[config.mk]
export PLATFORM = sky130hd
export DESIGN_NAME = pattern_cs_gate
export DESIGN_NICKNAME = d
export VERILOG_FILES = /design/src/rtl/pcg_pkg.sv /design/src/rtl/pcg_reset_sync.sv /design/src/rtl/pcg_cpu_decode.sv /design/src/rtl/pcg_key_reg.sv /design/src/rtl/pcg_pat_gate.sv /design/src/rtl/pattern_cs_gate.sv
export SDC_FILE = /design/constraint.sdc
export NUM_CORES = 1
export LEC_CHECK = 0
export ABC_AREA = 1
export BUFFER_PORTS_ARGS = -buffer_cell sky130_fd_sc_hd__buf_4
export CAP_MARGIN = 5
export CORE_MARGIN = 5
export CORE_UTILIZATION = 33
export DETAILED_ROUTE_END_ITERATION = 7
export PLACE_DENSITY = 0.92
export SYNTH_ARGS = -nofsm -noshare
export SYNTH_HDL_FRONTEND = slang
export SYNTH_SLANG_ARGS = --single-unit
[constraint.sdc]
create_clock -name clk -period 1.5 [get_ports clk]
set_clock_uncertainty 0.2 [all_clocks]
set_input_delay 0.075 -clock clk [delete_from_list [all_inputs] [get_ports clk]]
set_output_delay 0.075 -clock clk [all_outputs]
set_load 0.02 [all_outputs]
[src/rtl/pcg_pkg.sv]
package pcg_pkg;
  localparam int unsigned CPU_AW  = 16;
  localparam int unsigned DATA_W  = 8;
  localparam int unsigned PAT_AW  = 13;
  localparam int unsigned WRAM_AW = 13;

  typedef enum logic [1:0] {
    RSRC_OPEN = 2'd0,
    RSRC_PRG  = 2'd1,
    RSRC_WRAM = 2'd2
  } rsrc_e;

  typedef struct packed {
    logic ctrl_load;
    logic wram_hit;
    logic prg_hit;
  } dec_t;
endpackage

[src/rtl/pcg_reset_sync.sv]
module pcg_reset_sync #(
  parameter int unsigned STAGES = 2
) (
  input  logic clk,
  input  logic rst_n,
  output logic rst_sync_n
);
  logic [STAGES-1:0] sync_q;
  logic [STAGES-1:0] sync_d;

  always_comb begin
    sync_d = {sync_q[STAGES-2:0], 1'b1};
  end

  always_ff @(posedge clk or negedge rst_n) begin
    if (!rst_n) begin
      sync_q <= '0;
    end else begin
      sync_q <= sync_d;
    end
  end

  assign rst_sync_n = sync_q[STAGES-1];
endmodule

[src/rtl/pcg_cpu_decode.sv]
module pcg_cpu_decode
  import pcg_pkg::*;
#(
  parameter int unsigned PRG_KB   = 32,
  parameter bit          HAS_WRAM = 1'b1,
  localparam int unsigned PRG_AW  = $clog2(PRG_KB * 1024)
) (
  input  logic [CPU_AW-1:0]  cpu_addr,
  input  logic [DATA_W-1:0]  cpu_wdata,
  input  logic               cpu_wr,
  input  logic [DATA_W-1:0]  open_bus,
  output logic [DATA_W-1:0]  cpu_rdata,
  output logic [PRG_AW-1:0]  prg_addr,
  input  logic [DATA_W-1:0]  prg_data,
  output logic [WRAM_AW-1:0] wram_addr,
  output logic [DATA_W-1:0]  wram_wdata,
  output logic               wram_we,
  input  logic [DATA_W-1:0]  wram_rdata,
  output dec_t               dec
);
  logic  prg_hit;
  logic  wram_hit;
  rsrc_e rsrc;

  assign prg_hit = cpu_addr[CPU_AW-1];

  generate
    if (HAS_WRAM) begin : g_wram
      assign wram_hit = (cpu_addr[CPU_AW-1:WRAM_AW] == 3'b011);
    end else begin : g_no_wram
      assign wram_hit = 1'b0;
    end
  endgenerate

  generate
    if (PRG_KB == 16) begin : g_prg16
      assign prg_addr = cpu_addr[13:0];
    end else begin : g_prg_lin
      assign prg_addr = cpu_addr[PRG_AW-1:0];
    end
  endgenerate

  assign wram_addr  = cpu_addr[WRAM_AW-1:0];
  assign wram_wdata = cpu_wdata;
  assign wram_we    = cpu_wr & wram_hit;

  always_comb begin
    if (prg_hit) begin
      rsrc = RSRC_PRG;
    end else if (wram_hit) begin
      rsrc = RSRC_WRAM;
    end else begin
      rsrc = RSRC_OPEN;
    end
  end

  always_comb begin
    unique case (rsrc)
      RSRC_PRG:  cpu_rdata = prg_data;
      RSRC_WRAM: cpu_rdata = wram_rdata;
      default:   cpu_rdata = open_bus;
    endcase
  end

  always_comb begin
    dec.prg_hit   = prg_hit;
    dec.wram_hit  = wram_hit;
    dec.ctrl_load = cpu_wr & prg_hit;
  end
endmodule

[src/rtl/pcg_key_reg.sv]
module pcg_key_reg
  import pcg_pkg::*;
#(
  parameter int unsigned KEY_W = 2
) (
  input  logic              clk,
  input  logic              rst_n,
  input  logic              load,
  input  logic [DATA_W-1:0] wdata,
  input  logic [KEY_W-1:0]  cfg_key,
  output logic [DATA_W-1:0] ctrl_q,
  output logic              en_q
);
  logic [DATA_W-1:0] ctrl_d;
  logic              en_d;
  logic              key_valid;
  logic              key_match;

  assign key_valid = (cfg_key != '0);
  assign key_match = key_valid && (wdata[KEY_W-1:0] == cfg_key);

  always_comb begin
    ctrl_d = ctrl_q;
    en_d   = en_q;
    if (load) begin
      ctrl_d = wdata;
      en_d   = key_match;
    end
  end

  always_ff @(posedge clk or negedge rst_n) begin
    if (!rst_n) begin
      ctrl_q <= '0;
      en_q   <= 1'b0;
    end else begin
      ctrl_q <= ctrl_d;
      en_q   <= en_d;
    end
  end
endmodule

[src/rtl/pcg_pat_gate.sv]
module pcg_pat_gate
  import pcg_pkg::*;
(
  input  logic              en,
  input  logic [PAT_AW-1:0] pat_addr,
  output logic [PAT_AW-1:0] pat_rom_addr,
  input  logic [DATA_W-1:0] pat_rom_data,
  output logic [DATA_W-1:0] pat_rdata
);
  assign pat_rom_addr = pat_addr;

  always_comb begin
    pat_rdata = '0;
    if (en) begin
      pat_rdata = pat_rom_data;
    end
  end
endmodule

[src/rtl/pattern_cs_gate.sv]
module pattern_cs_gate
  import pcg_pkg::*;
#(
  parameter int unsigned PRG_KB      = 32,
  parameter bit          HAS_WRAM    = 1'b1,
  parameter int unsigned KEY_W       = 2,
  parameter int unsigned SYNC_STAGES = 2
) (
  input  logic                              clk,
  input  logic                              rst_n,
  input  logic [KEY_W-1:0]                  cfg_key,
  input  logic [CPU_AW-1:0]                 cpu_addr,
  input  logic [DATA_W-1:0]                 cpu_wdata,
  input  logic                              cpu_wr,
  input  logic [DATA_W-1:0]                 open_bus,
  output logic [DATA_W-1:0]                 cpu_rdata,
  output logic [$clog2(PRG_KB*1024)-1:0]    prg_addr,
  input  logic [DATA_W-1:0]                 prg_data,
  output logic [WRAM_AW-1:0]                wram_addr,
  output logic [DATA_W-1:0]                 wram_wdata,
  output logic                              wram_we,
  input  logic [DATA_W-1:0]                 wram_rdata,
  input  logic [PAT_AW-1:0]                 pat_addr,
  output logic [PAT_AW-1:0]                 pat_rom_addr,
  input  logic [DATA_W-1:0]                 pat_rom_data,
  output logic [DATA_W-1:0]                 pat_rdata,
  output logic [DATA_W-1:0]                 dbg_ctrl,
  output logic                              dbg_en
);
  logic rst_sync_n;
  dec_t dec;

  pcg_reset_sync #(.STAGES(SYNC_STAGES)) u_rst (
    .clk        (clk),
    .rst_n      (rst_n),
    .rst_sync_n (rst_sync_n)
  );

  pcg_cpu_decode #(.PRG_KB(PRG_KB), .HAS_WRAM(HAS_WRAM)) u_dec (
    .cpu_addr   (cpu_addr),
    .cpu_wdata  (cpu_wdata),
    .cpu_wr     (cpu_wr),
    .open_bus   (open_bus),
    .cpu_rdata  (cpu_rdata),
    .prg_addr   (prg_addr),
    .prg_data   (prg_data),
    .wram_addr  (wram_addr),
    .wram_wdata (wram_wdata),
    .wram_we    (wram_we),
    .wram_rdata (wram_rdata),
    .dec        (dec)
  );

  pcg_key_reg #(.KEY_W(KEY_W)) u_key (
    .clk     (clk),
    .rst_n   (rst_sync_n),
    .load    (dec.ctrl_load),
    .wdata   (cpu_wdata),
    .cfg_key (cfg_key),
    .ctrl_q  (dbg_ctrl),
    .en_q    (dbg_en)
  );

  pcg_pat_gate u_pat (
    .en           (dbg_en),
    .pat_addr     (pat_addr),
    .pat_rom_addr (pat_rom_addr),
    .pat_rom_data (pat_rom_data),
    .pat_rdata    (pat_rdata)
  );
endmodule

==> metrics.yaml, run 1 <==
cells_and_area:
  syn_to_final_growth_pct: 65.79
  num_antenna_cells: 0
  mostFrequentLayoutCells: "buf_4 (83), nand2_1 (51), dlygate4sd3_1 (42)"
  layout_commonest_cell: "buf_4"
  drive_gt1_frac: 0.4079
  stdcell_count: 274
  final_area_sq_um: 1813
  fin_nets: 303
  n_fill_cell: 308
  final-seq-area_sq_um: 275.3
  multiInputGateArea_sq_um: 365.4
setup_path:
  crit_buf_inv: 3
  critPathLaunchType: "input pin"
  r2r_cells: 1
  critical-path-top-delay-family: "buffers and inverters"
  crit_chain: "dlygate4sd3_1 > buf_4 > nand3_1 > dlygate4sd3_1 > nand2_1"
  path_depth: 5
  critical_path_required_ns: 1.46
  cpPeakStageDelay_ns: 0.55
  cp.arrival_ns: 1.42
  crit_fanout: 2
  endpoint_kind: "flip-flop"
  cp_common_cell: "dlygate4sd3_1"
  crit_path_top_delay_cell: "dlygate4sd3_1"
  worstSetupPathType: "input pin to flip-flop"
clocking:
  cts_sinks: 11
  insertion_delay_ns: 0.26
  htree_levels: 1
  cts_inserted_buffers: 3
  root_buffer: "clkbuf_4"
  clk_pin_slew_ns: 0.06
  postCtsSetupBuffers: 0
  cts_tree: "yes"
  clk_path_buf_depth: 2
sta:
  period_needed_ns: 1.461
  tns_ns: 0
  worst_hold_slack_ns: -0.001436
  slew_viol_final: 0
  rsz0062_at_grt: "false"
  max_clock_freq_mhz: 684.5
  hold_viol: 1
  setup_viol: 0
  finalCritPeriodShare: 0.9740
worst_hold_path:
  whs_path_depth: 3
  worstHoldPathType: "input pin to flip-flop"
die:
  num_rows: 21
  core-area_sq_um: 3284
  die-area_sq_um: 4565
  initial_utilization: 0.3330
  die_w_microns: 67.57
  die_h_microns: 67.57
  ios: 149
synth:
  yosys_most_used_dff: "dfrtp_1"
  postSynthRegisterBits: 11
  syn-num-nets: 227
  yosysTopAreaCell: "buf_4"
  post_synth_num_cell_types: 16
  syn_avg_cell_area_sq_um: 7.147
  synth-edff-count: 0
  ys_seq_area_frac: 0.2517
  synth_area_sq_um: 1094
  syn_inst: 153
  yosys_warnings: 0
  yosys-top-cells-area: "buf_4 (34%), dfrtp_1 (25%), nand2_1 (18%)"
  async_flop_share: 1.000
  synth_top_area_share: 0.3432
detailed_routing:
  drt_first_iter_violations: 17
  vias_per_cell: 4.255
  detail-route-antenna-nets: 0
  wl_mm: 3.686
  drt_pass1_iterations: 4
  via_count: 1166
  drc_errors: 0
  detail_route.wl_per_cell_microns: 13.45
placement:
  dpl-instance-area_sq_um: 1366
  port-buffer-count: 83
  placed_cells: 228
  dp_hpwl_mm: 2.335
  place_congestion: 0.7922
power:
  vdd_drop_max_mv: 0.4833
  p_per_area_nw_per_um2: 647.4
  power.total_mw: 1.174
  p_leak_nw: 1.017
status:
  outcome: "complete, but fails checks"
  failed_checks: "hold timing"
grt:
  grt_overflow: 0
  antenna_found_initial: 0
  track_usage: 0.1530
  grt_pass1_wl_mm: 5.278
  grt_pass1_vias: 1157
  grt_max_degree: 19
job:
  drv_cap: 0
Yosys cell counts (2+ instances only):
cell type  instances
o21ai_2            2
dfrtp_1           11
nand3_1           15
buf_4             50
buf_6              2
inv_1             12
buf_2              2
nand2_1           51
metrics by stage:
| stage | utilization | worst slack [ns] |
|---|---|---|
| 5_1_grt | 0.5520 | 0.01060 |
| 6_report | 0.5520 | 0.03904 |
| 3_5_place_dp | 0.4160 | 0.4097 |
| 3_3_place_gp | 0.4160 | 0.4256 |
| 2_1_floorplan | - | 0.3990 |
| 4_1_cts | 0.5611 | 0.02583 |
where the power goes:
group	total [mW]	switching [mW]	internal (mW)
logic	0.623	0.334	0.289
clock network	0.196	0.0934	0.103
registers	0.355	0.0250	0.330
total	1.17	0.452	0.722
sequential cells by signal (all words and copies together), names as in the netlist:
name,flops
u_rst.sync_q,2
u_key.en_q,1
u_key.ctrl_q,8
cells by family (layout without fill, tap and decap cells):
group | Yosys count | count (layout) | synth area share
buffers and inverters | 66 | 141 | 0.4142
other | 1 | 1 | 0.003429
DFF | 11 | 11 | 0.2517
and+or+nand+nor | 70 | 70 | 0.2849
AOI/OAI and AO/OA | 5 | 5 | 0.04578
timing repair:
item,in CTS,in global routing
hold buffers,45,2
endpoints found under the setup margin,0,5
hold endpoints to repair,59,5
gates resized for setup,0,0
layout make-up:
class | instances | area share
clock buffers | 4 | 0.01449
multi-input cells | 76 | 0.2015
inverters | 12 | 0.02484
flip-flops and latches | 11 | 0.1518
well taps | 46 | 0.03175
repair buffers | 125 | 0.5756
metal layers:
| metal | global-route usage | wire length (microns) |
|---|---|---|
| met5 | 0 | 0 |
| met4 | 0.05063 | 114 |
| met3 | 0.04825 | 275 |
| met2 | 0.2819 | 2072 |
| met1 | 0.1625 | 1222 |
final timing paths:
kind | from | to | slack, ns
max | cpu_wdata[7] | u_key.ctrl_q[7]$_DFFE_PN0P_ | 0.04
min | cpu_addr[15] | u_key.ctrl_q[6]$_DFFE_PN0P_ | -0.001
max reg2reg | u_rst.sync_q[1]$_DFF_PN0_ | u_key.ctrl_q[5]$_DFFE_PN0P_ | 0.34
min reg2reg | u_rst.sync_q[0]$_DFF_PN0_ | u_rst.sync_q[1]$_DFF_PN0_ | 0.16
max in group asynchronous | u_rst.sync_q[1]$_DFF_PN0_ | u_key.ctrl_q[5]$_DFFE_PN0P_ | 0.34
min in group asynchronous | rst_n | u_rst.sync_q[0]$_DFF_PN0_ | 0.47
Note: power is estimated with default switching activity, not from simulation.
==> inputs of run 2 (changes only) <==
CORE_ASPECT_RATIO = 2   (was unset)
==> metrics.yaml, run 2 (same netlist as run 1, synthesis figures left out) <==
status:
  outcome: "complete, but fails checks"
  failed_checks: "hold timing"
setup_path:
  crit_chain: "nand2_1 > inv_1 > buf_4"
  cp-startpoint: "u_key.en_q$_DFFE_PN0P_"
  rr_startpoint: "u_rst.sync_q[1]$_DFF_PN0_"
  crit_path_top_delay_cell: "dfrtp_1"
  cp-endpoint: "pat_rdata[7]"
  cpPeakStageDelay_ns: 0.51
  critPathLaunchType: "flip-flop"
  r2r_end: "u_key.ctrl_q[4]$_DFFE_PN0P_"
  crit_fanout: 10
  r2r_cells: 1
  endpoint_kind: "output pin"
  crit_buf_inv: 2
  worstSetupPathType: "flip-flop to output pin"
  reg2reg_slack_ns: 0.32
  path_depth: 3
  critical-path-top-delay-family: "flip-flops"
  cp.arrival_ns: 1.02
  critical_path_required_ns: 1.22
job:
  drv_cap: 0
cells_and_area:
  largest_reg_flops: 8
  mostFrequentLayoutCells: "buf_4 (83), nand2_1 (51), dlygate4sd3_1 (42)"
  final-seq-area_sq_um: 275.3
  num_antenna_cells: 0
  n_fill_cell: 288
  multiInputGateArea_sq_um: 365.4
  final_area_sq_um: 1813
  drive_gt1_frac: 0.4079
  fin_nets: 303
  regMostFlops: "u_key.ctrl_q"
  layout_commonest_cell: "buf_4"
  reg_top3: "u_key.ctrl_q (8), u_rst.sync_q (2), u_key.en_q (1)"
  stdcell_count: 259
  syn_to_final_growth_pct: 65.79
clocking:
  htree_levels: 1
  cts_tree: "yes"
  cts_sinks: 11
  clk_pin_slew_ns: 0.05
  ctsResizeCount: 0
  postCtsSetupBuffers: 0
  root_buffer: "clkbuf_8"
  cts_inserted_buffers: 3
  clk_path_buf_depth: 2
  insertion_delay_ns: 0.23
worst_hold_path:
  worstHoldPathType: "input pin to flip-flop"
detailed_routing:
  vias_per_cell: 4.525
  wl_mm: 3.512
  via_count: 1172
  detail_route.wl_per_cell_microns: 13.56
  detail-route-antenna-nets: 0
  drt_pass1_iterations: 4
  drc_errors: 0
  drt_first_iter_violations: 8
placement:
  dpl-instance-area_sq_um: 1348
  dp_hpwl_mm: 2.413
  placed_cells: 213
  place_congestion: 0.6528
  port-buffer-count: 83
grt:
  grt_overflow: 0
  grt_pass1_wl_mm: 5.388
  grt_max_degree: 19
  grt_pass1_vias: 1390
  antenna_found_initial: 0
  track_usage: 0.1410
die:
  die_h_microns: 91.41
  core-area_sq_um: 3193
  die-area_sq_um: 4635
  initial_utilization: 0.3425
  num_rows: 29
  ios: 149
  die_w_microns: 50.71
sta:
  max_clock_freq_mhz: 771.0
  hold_viol: 1
  rsz0062_at_grt: "false"
  period_needed_ns: 1.297
  slew_viol_final: 0
  setup_viol: 0
  finalCritPeriodShare: 0.8647
  worst_hold_slack_ns: -0.04517
  tns_ns: 0
power:
  power.share.sequential: 0.281
  switchingPower_uw: 453.1
  p_comb_frac: 0.493
  p_clk_frac: 0.225
  p_leak_nw: 1.027
  vdd_drop_max_mv: 0.4933
  cell_internal_pwr_uw: 805.6
  p_per_area_nw_per_um2: 694.3
  switching_share: 0.3600
-- run 2: power groups by stage --
stage | clock network, mW | registers (mW) | logic (mW)
4_1_cts | 0.285 | 0.355 | 0.626
5_1_grt | 0.296 | 0.360 | 0.668
2_1_floorplan | 0 | 0.392 | 0.351
3_5_place_dp | 0 | 0.363 | 0.449
6_report | 0.283 | 0.354 | 0.621
3_3_place_gp | 0 | 0.364 | 0.442
-- run 2: repair_timing --
item / CTS / global route
hold buffers: 43 / 1
endpoints found under the setup margin: 0 / 2
endpoints found under the hold margin: 59 / 1
-- run 2: cell type report --
type	count	share of cell area
clock buffer	4	0.02484
inverter	12	0.02484
multi-input combinational	76	0.2015
sequential	11	0.1518
tap	31	0.02139
timing repair buffer	125	0.5756
-- run 2: worst min-delay path by stage --
stage,startpoint,end,cells after the start
after detailed placement,rst_n,u_rst.sync_q[0]$_DFF_PN0_,1
after global routing,cpu_wr,u_key.ctrl_q[7]$_DFFE_PN0P_,3
after floorplan,rst_n,u_rst.sync_q[0]$_DFF_PN0_,0
after CTS,cpu_wr,u_key.ctrl_q[1]$_DFFE_PN0P_,3
final,cpu_wr,u_key.ctrl_q[7]$_DFFE_PN0P_,3
after global placement,rst_n,u_rst.sync_q[0]$_DFF_PN0_,1
-- run 2: routing by layer --
layer | part of all wire | vias up | wire [microns] | GRT usage
met5 | 0 | - | 0 | 0
met4 | 0.0060 | 0 | 21 | 0.04264
li1 | - | 563 | - | -
met2 | 0.58 | 107 | 2025 | 0.2925
met1 | 0.30 | 500 | 1040 | 0.1197
met3 | 0.12 | 2 | 425 | 0.03115
-- run 2: through the flow --
step | utilization | total power, mW | worst slack [ns]
finish | 0.5678 | 1.259 | 0.2029
global route | 0.5678 | 1.324 | 0.09280
CTS | 0.5709 | 1.266 | 0.02756
detailed placement | 0.4220 | 0.8122 | 0.3956
global placement | 0.4220 | 0.8066 | 0.4266
floorplan | - | 0.7428 | 0.3990
-- run 2: tightest hold or removal path, delay by kind of cell --
family	cells	cell delay [ns]
and+or+nand+nor	2	0.16
buffers and inverters	1	0.12
==> inputs of run 3 (changes only) <==
ABC_AREA = 0   (was 1)
CORE_UTILIZATION = 30   (was 33)
CTS_CLUSTER_SIZE = 30   (was unset)
PLACE_DENSITY = 0.87   (was 0.92)
clock period = 1.35 ns   (was 1.5 ns; I/O delays follow)
==> metrics.yaml, run 3 <==
cells_and_area:
  n_fill_cell: 280
  multiInputGateArea_sq_um: 382.9
  num_antenna_cells: 0
  largest_reg_flops: 8
  layout_commonest_cell: "buf_4"
  regMostFlops: "u_key.ctrl_q"
  syn_to_final_growth_pct: 67.71
  drive_gt1_frac: 0.5215
  mostFrequentLayoutCells: "buf_4 (83), dlygate4sd3_1 (38), dfrtp_1 (10)"
  final-seq-area_sq_um: 276.5
  reg_top3: "u_key.ctrl_q (8), u_rst.sync_q (2), u_key.en_q (1)"
  stdcell_count: 218
  fin_util: 0.5174
  fin_nets: 261
die:
  core-area_sq_um: 3378
  initial_utilization: 0.3085
  ios: 149
  die-area_sq_um: 4825
  num_rows: 30
  die_w_microns: 51.68
  die_h_microns: 93.36
power:
  p_leak_nw: 0.9219
  power.share.sequential: 0.280
  p_comb_frac: 0.501
  switchingPower_uw: 521.5
  p_per_area_nw_per_um2: 841.8
  vdd_drop_max_mv: 0.4679
  switching_share: 0.3544
  p_clk_frac: 0.219
  cell_internal_pwr_uw: 950.0
synth:
  yosys_warnings: 0
  async_flop_share: 1.000
  yosys-top-cells-area: "buf_4 (35%), dfrtp_1 (26%), mux2_4 (12%)"
  yosysTopAreaCell: "buf_4"
  postSynthRegisterBits: 11
  syn_avg_cell_area_sq_um: 9.306
  syn-num-nets: 186
  post_synth_num_cell_types: 18
  synth_area_sq_um: 1042
  synth-edff-count: 0
  synth_common_cells: "buf_4 (49), dfrtp_1 (11)"
  yosys_most_used_dff: "dfrtp_1"
  syn_inst: 112
  ys_seq_area_frac: 0.2641
  post-synth-top-count-cell: "buf_4"
  synth_top_area_share: 0.3529
setup_path:
  crit_path_top_delay_cell: "dfrtp_2"
  crit_chain: "and2_1 > buf_4"
  critical_path_required_ns: 1.08
  crit_fanout: 10
  cpPeakStageDelay_ns: 0.46
  worstSetupPathType: "flip-flop to output pin"
  critPathLaunchType: "flip-flop"
  cp.arrival_ns: 1.02
  critical-path-top-delay-family: "flip-flops"
  endpoint_kind: "output pin"
  crit_buf_inv: 1
clocking:
  htree_levels: 1
  cts_tree: "yes"
  clk_path_buf_depth: 2
  holdBufCountCts: 38
  postCtsSetupBuffers: 0
  root_buffer: "clkbuf_8"
  cts_sinks: 11
  cts_inserted_buffers: 3
  clk_pin_slew_ns: 0.05
  insertion_delay_ns: 0.23
sta:
  slew_viol_final: 0
  period_needed_ns: 1.289
  hold_viol: 10
  tns_ns: 0
  finalCritPeriodShare: 0.9546
  setup_viol: 0
  max_clock_freq_mhz: 776.0
  worst_hold_slack_ns: -0.05258
  rsz0062_at_grt: "false"
grt:
  grt_pass1_vias: 1107
  grt_overflow: 0
  track_usage: 0.1491
  grt_pass1_wl_mm: 5.464
  grt_max_degree: 20
  antenna_found_initial: 0
detailed_routing:
  drt_pass1_iterations: 3
  drt_first_iter_violations: 5
  drc_errors: 0
  vias_per_cell: 4.812
  detail_route.wl_per_cell_microns: 17.66
  via_count: 1049
  wl_mm: 3.849
  detail-route-antenna-nets: 0
status:
  outcome: "complete, but fails checks"
  failed_checks: "hold timing"
placement:
  placed_cells: 176
  port-buffer-count: 83
  place_congestion: 0.7748
job:
  drv_cap: 0
worst_hold_path:
  worstHoldPathType: "flip-flop to asynchronous set/reset pin"
==> run 3: cells by family after synthesis <==
family | after synthesis | synth area share
AND/OR/NAND/NOR | 21 | 0.1092
multiplexers | 16 | 0.1921
buffers and inverters | 51 | 0.3685
other | 1 | 0.003598
AO/OA/AOI/OAI | 11 | 0.05403
XOR/XNOR | 1 | 0.008405
flip-flops | 11 | 0.2641
==> run 3: what timing repair did <==
| action | CTS | global route |
|---|---|---|
| resized for setup | 0 | 1 |
| setup endpoints to repair | 0 | 6 |
| hold endpoints to repair | 59 | 9 |
==> run 3: stage by stage <==
| stage | hold slack (ns) | area [sq um] | power [mW] | setup slack, ns |
|---|---|---|---|---|
| finish | -0.05258 | 1748 | 1.471 | 0.06130 |
| detailed placement | -0.3493 | 1321 | 0.9678 | 0.1896 |
| floorplan | -0.4281 | 1042 | 0.8615 | 0.2035 |
| global route | -0.01394 | 1748 | 1.538 | 0.02843 |
| global placement | -0.3502 | 1321 | 0.9583 | 0.2257 |
| CTS | -0.03991 | 1747 | 1.471 | 0.07500 |
==> run 3: worst paths after layout <==
kind                                           start                          end  slack, ns  cells past startpoint
min in group clk                              cpu_wr       u_key.en_q$_DFFE_PN0P_      -0.01                      3
min                        u_rst.sync_q[1]$_DFF_PN0_  u_key.ctrl_q[4]$_DFFE_PN0P_      -0.05                      0
max                           u_key.en_q$_DFFE_PN0P_                 pat_rdata[6]       0.06                      2
min reg2reg                u_rst.sync_q[1]$_DFF_PN0_  u_key.ctrl_q[4]$_DFFE_PN0P_      -0.05                      0
max reg2reg                   u_key.en_q$_DFFE_PN0P_       u_key.en_q$_DFFE_PN0P_       0.38                      2
max in group asynchronous                      rst_n    u_rst.sync_q[0]$_DFF_PN0_       0.33                      3
==> run 3: metal layers <==
layer  GRT usage  vias to the layer above  wire [microns]
met2      0.2915                      115            2044
met3     0.05901                        4             589
li1            -                      460               -
met5           0                        -               0
met1      0.1356                      470            1157
met4     0.03501                        0              58
==> run 3: power by group through the flow <==
stage	Sequential, mW	Clock [mW]	Combinational (mW)
2_1_floorplan	0.456	0	0.405
3_3_place_gp	0.412	0	0.547
3_5_place_dp	0.414	0	0.554
4_1_cts	0.409	0.325	0.737
5_1_grt	0.419	0.342	0.777
6_report	0.412	0.322	0.737
==> run 3: cell type report <==
| class | count | area share |
|---|---|---|
| clock buffers | 4 | 0.02577 |
| well taps | 32 | 0.02291 |
| multi-input cells | 50 | 0.2190 |
| repair buffers | 121 | 0.5741 |
| flip-flops and latches | 11 | 0.1582 |
